==> src/rtl/rtc_pkg.sv <==
package rtc_pkg;
  localparam int unsigned OFF_CTRL    = 0;
  localparam int unsigned OFF_ALM     = 1;
  localparam int unsigned OFF_WR_BASE = 2;
  localparam int unsigned RUN_BIT     = 7;
  localparam int unsigned ALM_EN_BIT  = 1;
  localparam int unsigned ALM_CLR_BIT = 0;
endpackage

==> src/rtl/rtc_sec_counter.sv <==
module rtc_sec_counter #(
  parameter int unsigned CW = 32
) (
  input  logic          clk_i,
  input  logic          rst_ni,
  input  logic          run_i,
  input  logic          tick_i,
  input  logic          load_i,
  input  logic [CW-1:0] load_val_i,
  output logic [CW-1:0] cnt_o,
  output logic [CW-1:0] next_o,
  output logic          step_o
);
  logic [CW-1:0] cnt_q;

  assign next_o = cnt_q + CW'(1);
  // load wins over a coincident tick
  assign step_o = tick_i & run_i & ~load_i;
  assign cnt_o  = cnt_q;

  always_ff @(posedge clk_i or negedge rst_ni) begin
    if (!rst_ni)     cnt_q <= '0;
    else if (load_i) cnt_q <= load_val_i;
    else if (step_o) cnt_q <= next_o;
  end
endmodule

==> src/rtl/rtc_alarm.sv <==
module rtc_alarm #(
  parameter int unsigned CW = 32
) (
  input  logic          clk_i,
  input  logic          rst_ni,
  input  logic          step_i,
  input  logic [CW-1:0] next_i,
  input  logic [CW-1:0] match_i,
  input  logic          en_i,
  input  logic          clr_i,
  output logic          pend_o
);
  logic pend_q;
  logic hit;

  assign hit = step_i & en_i & (next_i == match_i);

  always_ff @(posedge clk_i or negedge rst_ni) begin
    if (!rst_ni)     pend_q <= 1'b0;
    else if (hit)    pend_q <= 1'b1;
    else if (clr_i)  pend_q <= 1'b0;
  end

  assign pend_o = pend_q;
endmodule

==> src/rtl/rtc_seconds.sv <==
module rtc_seconds #(
  parameter int unsigned NBYTES = 4,
  parameter int unsigned AW     = 4
) (
  input  logic          clk_i,
  input  logic          rst_ni,
  input  logic          tick_i,
  input  logic [AW-1:0] addr_i,
  input  logic          we_i,
  input  logic [7:0]    wdata_i,
  output logic [7:0]    rdata_o,
  output logic          irq_o
);
  import rtc_pkg::*;

  localparam int unsigned CW      = 8 * NBYTES;
  localparam int unsigned WR_BASE = OFF_WR_BASE;
  localparam int unsigned RD_BASE = WR_BASE + NBYTES;
  localparam int unsigned AL_BASE = RD_BASE + NBYTES;

  logic [7:0]    ctrl_q;
  logic [7:1]    alm_bits_q;
  logic [7:0]    stage_q [NBYTES];
  logic [7:0]    match_q [NBYTES];
  logic [CW-1:0] match_val;
  logic [CW-1:0] load_val;
  logic [CW-1:0] cnt;
  logic [CW-1:0] cnt_next;
  logic          step;
  logic          pend;
  logic          load;
  logic          alm_wr;
  logic          run;
  logic          alm_en;

  assign run    = ctrl_q[RUN_BIT];
  assign alm_en = alm_bits_q[ALM_EN_BIT];
  assign load   = we_i && (addr_i == AW'(WR_BASE));
  assign alm_wr = we_i && (addr_i == AW'(OFF_ALM));

  always_ff @(posedge clk_i or negedge rst_ni) begin
    if (!rst_ni) begin
      ctrl_q     <= '0;
      alm_bits_q <= '0;
    end else if (we_i) begin
      if (addr_i == AW'(OFF_CTRL)) ctrl_q     <= wdata_i;
      if (alm_wr)                  alm_bits_q <= wdata_i[7:1];
    end
  end

  for (genvar b = 0; b < NBYTES; b++) begin : g_bank
    always_ff @(posedge clk_i or negedge rst_ni) begin
      if (!rst_ni) begin
        stage_q[b] <= '0;
        match_q[b] <= '0;
      end else if (we_i) begin
        if (addr_i == AW'(WR_BASE + b)) stage_q[b] <= wdata_i;
        if (addr_i == AW'(AL_BASE + b)) match_q[b] <= wdata_i;
      end
    end
    assign match_val[8*b +: 8] = match_q[b];
    if (b == 0) begin : g_lsb
      assign load_val[7:0] = wdata_i;
    end else begin : g_upper
      assign load_val[8*b +: 8] = stage_q[b];
    end
  end

  rtc_sec_counter #(.CW(CW)) u_cnt (
    .clk_i      (clk_i),
    .rst_ni     (rst_ni),
    .run_i      (run),
    .tick_i     (tick_i),
    .load_i     (load),
    .load_val_i (load_val),
    .cnt_o      (cnt),
    .next_o     (cnt_next),
    .step_o     (step)
  );

  rtc_alarm #(.CW(CW)) u_alm (
    .clk_i   (clk_i),
    .rst_ni  (rst_ni),
    .step_i  (step),
    .next_i  (cnt_next),
    .match_i (match_val),
    .en_i    (alm_en),
    .clr_i   (alm_wr & wdata_i[ALM_CLR_BIT]),
    .pend_o  (pend)
  );

  always_comb begin
    rdata_o = 8'h00;
    if (addr_i == AW'(OFF_CTRL)) rdata_o = ctrl_q;
    if (addr_i == AW'(OFF_ALM))  rdata_o = {alm_bits_q, pend};
    for (int b = 0; b < NBYTES; b++) begin
      if (addr_i == AW'(WR_BASE + b)) rdata_o = stage_q[b];
      if (addr_i == AW'(RD_BASE + b)) rdata_o = cnt[8*b +: 8];
      if (addr_i == AW'(AL_BASE + b)) rdata_o = match_q[b];
    end
  end

  assign irq_o = pend;
endmodule

==> config.mk <==
export PLATFORM = sky130hd
export DESIGN_NAME = rtc_seconds
export DESIGN_NICKNAME = d
export VERILOG_FILES = /design/src/rtl/rtc_pkg.sv /design/src/rtl/rtc_sec_counter.sv /design/src/rtl/rtc_alarm.sv /design/src/rtl/rtc_seconds.sv
export SDC_FILE = /design/constraint.sdc
export NUM_CORES = 1
export LEC_CHECK = 0
export BUFFER_PORTS_ARGS = -buffer_cell sky130_fd_sc_hd__buf_2
export CAP_MARGIN = 20
export CORE_MARGIN = 10
export CORE_UTILIZATION = 55
export CTS_CLUSTER_DIAMETER = 150
export DETAILED_ROUTE_END_ITERATION = 8
export PLACE_DENSITY = 0.83
export SKIP_LAST_GASP = 1
export SYNTH_ARGS = -nofsm -noshare
export SYNTH_HDL_FRONTEND = slang
export SYNTH_SLANG_ARGS = --single-unit
export TNS_END_PERCENT = 10
==> constraint.sdc <==
create_clock -name clk_i -period 9 [get_ports clk_i]
set_clock_uncertainty 0.1 [all_clocks]
set_input_delay 1.8 -clock clk_i [delete_from_list [all_inputs] [get_ports clk_i]]
set_output_delay 1.8 -clock clk_i [all_outputs]
set_load 0.02 [all_outputs]
======== Yosys cells after proc, flatten, opt, wreduce, memory -nomap -nowiden ========
Index checks and enable logic that the tools add are counted.
storage, ports and cells
  register bits after elaboration ......... 112
  bits in latches ......................... 0
  RAM bits ................................ 0
  ROM bits ................................ 0
  input bits .............................. 16
  word-level logic and storage cells ...... 66
  memories kept ........................... 0
operators by class
  add/subtract/negate cells ............... 1
  $mul .................................... 0
  div/mod/pow operators ................... 0
  $lt $le $gt $ge ......................... 0
  equal/unequal tests ..................... 14
  shifts and indexed selects .............. 0
  multiplexer cells ....................... 18
  bitwise operators ....................... 6
  reductions and logical operators ........ 15
operators by type and width
  kind                                                              count
  8-bit 2-to-1 mux                                                  14
  32-bit 2-to-1 mux                                                 2
  32-bit by 1-bit adder with 32-bit output (second input constant)  1
  32-bit == test                                                    1
  4-bit == test (second input constant)                             6
  2-bit AND reduction                                               10
  4-bit by 3-bit == test with 1-bit output (second input constant)  4
  4-bit by 2-bit == test with 1-bit output (second input constant)  2
  1-bit bitwise AND                                                 5
  4-bit by 1-bit == test with 1-bit output (second input constant)  1
  4-bit logical NOT                                                 1
  2-bit nonzero test                                                2
  1-bit logical AND                                                 2
  1-bit 2-to-1 mux                                                  2
  1-bit inverter                                                    1

======== Logic depth before layout (Yosys ltp) ========
  depth after elaboration ................. 15
  depth in mapped cells ................... 10
  depth with buffers taken out ............ 8

======== Cells and area by module ========
A second synthesis with hierarchy kept.
unflattened totals
  cell total of the unflattened synthesis .. 728
  area, all modules ....................... 7,115.6 µm²
modules (own cells, without submodules)
  module           instances  cells each  area each (µm²)  sequential area each (µm²)
  rtc_seconds      1          389         4,315.4          1,976.9
  rtc_sec_counter  1          293         2,409.8          800.8
  rtc_alarm        1          46          390.4            25.0

======== Worst setup path after synthesis ========
Ideal clock, no wire load.
  path kind ............................... input to output
  from .................................... input port addr_i[2]
  to ...................................... output port rdata_o[7]
  arrival ................................. 3,746 ps
  required time ........................... 7,100 ps
  path slack .............................. 3,354 ps
  stages .................................. 6
  buffers on the path ..................... 4
  cell sequence ........................... clkbuf_1 > clkbuf_1 > buf_1 > clkbuf_1 > mux2i_1 > a221oi_1
on the way
  longest elaborated chain between the ends .. 15
  elaborated cells on any way between the ends .. 28
ends and longest elaborated chain
  element               RTL line           text
  start, declared       rtc_seconds.sv:8   input logic [AW-1:0] addr_i,
  4-bit logical NOT     rtc_seconds.sv:94  if (addr_i == AW'(OFF_CTRL)) rdata_o = ctrl_q;
  8-bit 2-to-1 mux      rtc_seconds.sv:94
  8-bit 2-to-1 mux      rtc_seconds.sv:95  if (addr_i == AW'(OFF_ALM)) rdata_o = {alm_bits_q, pend};
  8-bit 2-to-1 mux      rtc_seconds.sv:97  if (addr_i == AW'(WR_BASE + b)) rdata_o = stage_q[b];
  8-bit 2-to-1 mux      rtc_seconds.sv:98  if (addr_i == AW'(RD_BASE + b)) rdata_o = cnt[8*b +: 8];
  8-bit 2-to-1 mux      rtc_seconds.sv:99  if (addr_i == AW'(AL_BASE + b)) rdata_o = match_q[b];
  8-bit 2-to-1 mux      rtc_seconds.sv:97
  8-bit 2-to-1 mux      rtc_seconds.sv:98
  8-bit 2-to-1 mux      rtc_seconds.sv:99
  8-bit 2-to-1 mux      rtc_seconds.sv:97
  8-bit 2-to-1 mux      rtc_seconds.sv:98
  8-bit 2-to-1 mux      rtc_seconds.sv:99
  8-bit 2-to-1 mux      rtc_seconds.sv:97
  8-bit 2-to-1 mux      rtc_seconds.sv:98
  8-bit 2-to-1 mux (*)  rtc_seconds.sv:99
  end, declared         rtc_seconds.sv:11  output logic [7:0] rdata_o,
Every way passes the cells marked *; elsewhere a longest branch is shown, timed or not.

======== Worst setup path after layout ========
  from .................................... input port addr_i[2]
  to ...................................... output port rdata_o[1]
Same word-level chain as after synthesis.

==> flow_metrics.tcl <==
set metrics [dict create \
    slew_headroom_pct 28.9 \
    yosysUniqueCellTypes 65 \
    min_path_type "register to register" \
    path_cells "buf_2 > nor2b_1 > nand2_1 > o21ai_0 > o22ai_1 > a21oi_1 > a221o_1 > buf_2" \
    synth.cell_area_sq_mm 0.00716 \
    synth-edff-count 0 \
    post_cts_resized 0 \
    nFillCells 1077 \
    clk_pin_slew_ns 0.07 \
    pin_count 25 \
    tightestPinTransition_ns 1.06 \
    start_util_pct 56.5 \
    synthCells 770 \
    clk_latency_ns 0.37 \
    drv_slew 0 \
    cts-buffers-inserted 9 \
    first_pass_iters 5 \
    diodes 0 \
    p_switching_uw 633 \
    clockBufferDepth 2 \
    layout_commonest_cell "dfrtp_1" \
    syn-num-nets 787 \
    grt_max_degree 68 \
    p_seq_share_pct 48.9 \
    htreeDepth 3 \
    r2r_slack_ns 5.22 \
    synth_ff_type "dfrtp_1" \
    synth-seq-cells 112 \
    nets 762 \
    critPathSlowestCell "buf_2" \
    rr_worst_depth 8 \
    root_buffer "clkbuf_16" \
    synth_area_leader_cell "dfrtp_1" \
    cp.buffers_inverters 2 \
    comb_power_share_pct 27.6 \
    synth_area_leaders "dfrtp_1 39%, mux2_2 12%, nand2_1 5.1%, xnor2_1 4.3%, xor2_1 4.2%" \
    end_kind "output port" \
    grt_pass1_wl_um 33600 \
    max_freq_mhz 160 \
    reg2reg_from "u_cnt.cnt_o[0]" \
    critPathMaxFanout 49 \
    dieArea_sq_mm 0.0180 \
    grt_setup_unrepaired "no" \
    final_cells 922 \
    num_rows 41 \
    p_clk_share_pct 23.5 \
    syn_area_per_cell_sq_um 9.29 \
    crit_top_cell "buf_2" \
    critPathKind "primary input to output port" \
    timing.rr.end "u_alm.pend_o" \
    drt_iter0_drc 957 \
    cp.arrival_ns 4.35 \
    syn_to_final_growth_pct 4.77 \
    netlist.area_leader.share_pct 39.2 \
    finalCritPeriodShare_pct 69.5 \
    via_per_inst 6.76 \
    cts_sinks 112 \
    path_depth 8 \
    synth-seq-area-share_pct 39.2 \
    dieWidth_um 134 \
    grt_pass1_vias 5894 \
    min_to "stage_q[31]" \
    die_h_um 134 \
    tritoncts "built" \
    status "complete, no violations" \
    io_buffers 24 \
    dp_hpwl_um 14800 \
    cp_top_family "simple AND/OR/NAND/NOR gates" \
    layout-drive-gt1-share_pct 18.0 \
    critPathLaunchType "primary input" \
    async_flop_share_pct 100 \
    timing.max_cap.violations 0 \
    tns_ns 0 \
    hold_buffers 0 \
    holdPathStages 2 \
    ant_nets 0 \
    routedWlPerCell_um 23.1 \
    post_cts_buffers 0 \
    vias 6235 \
    worstPathRequired_ns 7.10 \
    max-vdd-ir-drop_v 0.000174 \
    internal_power_mw 1.05 \
    antenna_found_initial 0 \
    max_stage_delay_ns 0.73 \
    grt_usage_pct 23.7 \
    hold_viol 0 \
    drc_errors 0 \
    p_sw_share_pct 37.6 \
    placed_cells 906 \
    layout_common_cells "112 x dfrtp_1, 98 x nand2_1, 77 x mux2_2, 54 x o21ai_0, 45 x nor2_1" \
    grt_overflow 0 \
    p_leak_nw 2.98 \
    whs_ns 0.388 \
    routed_wl_um 21300 \
    layout_min_cycle_time_ns 6.25 \
    p_per_area_mw_per_mm2 225 \
    ys_warn_count 0 \
    min_from "stage_q[31]" \
    gp_congestion 1.01 \
    setup_viol 0 \
    core_area_sq_mm 0.0127 \
]
[power groups by stage]
stage	Sequential [mW]	Clock [mW]	Combinational [mW]
6_report	0.825	0.396	0.465
5_1_grt	0.839	0.421	0.509
4_1_cts	0.814	0.399	0.458
3_5_place_dp	0.821	0	0.455
3_3_place_gp	0.818	0	0.442
2_1_floorplan	0.713	0	0.425
[per-stage QoR]
stage	util [%]	instance area (sq um)	total power, mW	setup WS, ns
detailed placement	56.9	7210	1.28	2.87
global route	59.2	7500	1.77	2.54
CTS	59.2	7500	1.67	2.86
floorplan	-	7160	1.14	3.35
global placement	56.9	7210	1.26	2.92
finish	59.2	7500	1.69	2.75
[routing by layer]
metal	vias to the layer above	wire length [um]	GRT usage, %
li1	2719	-	-
met1	3017	8540	32.5
met2	429	9540	35.4
met3	70	2420	5.53
met4	0	827	9.37
met5	-	0	0
[final cells by class]
class	instances	area, sq um	share of cell area, %
tap	172	215	2.87
sequential	112	2800	37.4
timing repair buffer	26	138	1.84
multi-input combinational	592	4040	53.9
clock buffer	10	239	3.19
clock inverter	6	50.0	0.667
inverter	4	15.0	0.200
[how the worst max path moves through the flow]
| stage | endpoint | start |
|---|---|---|
| final | rdata_o[1] | addr_i[2] |
| after floorplan | rdata_o[7] | addr_i[2] |
| after CTS | rdata_o[2] | addr_i[2] |
| after detailed placement | rdata_o[2] | addr_i[2] |
| after global routing | rdata_o[1] | addr_i[2] |
| after global placement | rdata_o[2] | addr_i[2] |
[synth_stat cells (4+ instances only)]
cell type,n
inv_1,4
nor2b_1,13
xor2_1,34
a21oi_1,30
and3_1,7
dfrtp_1,112
mux2_2,77
or3_1,4
o21a_1,4
and2_1,4
mux2i_1,13
nand4b_1,4
o31a_1,6
buf_2,9
o21ai_0,54
nor4_1,6
o22ai_1,14
nor2_1,45
o22a_1,5
clkbuf_2,9
nor3b_1,4
clkbuf_1,35
nand3_1,30
nand2b_1,7
nor3_1,11
a22oi_1,7
nand4_1,16
xnor2_1,35
and4_1,4
o32ai_1,6
nand2_1,98
[tightest hold or removal path, stage by stage, from the launching register on]
cell and delay (ns):
dfrtp_1 0.35, nand2_1 0.05, nand2_1 0.06
[state kept, by name, summed over array words and instances, names as in the netlist]
name	count
match_q	32
stage_q	8
u_alm.pend_o	1
load_val	24
u_cnt.cnt_o	32
alm_bits_q	7
ctrl_q	8
[cell families (layout without fill, tap and decap cells)]
logic type      count (synthesis)  after routing  synth area share, %
xor+xnor                       69             69                 8.44
fa+ha+maj                       1              1                0.175
simple gates                  273            273                 19.6
flops                         112            112                 39.2
mux                            90             90                 13.9
compound gates                159            159                 14.2
buf+inv                        66             46                 4.42
(Power assumes the default switching activity.)
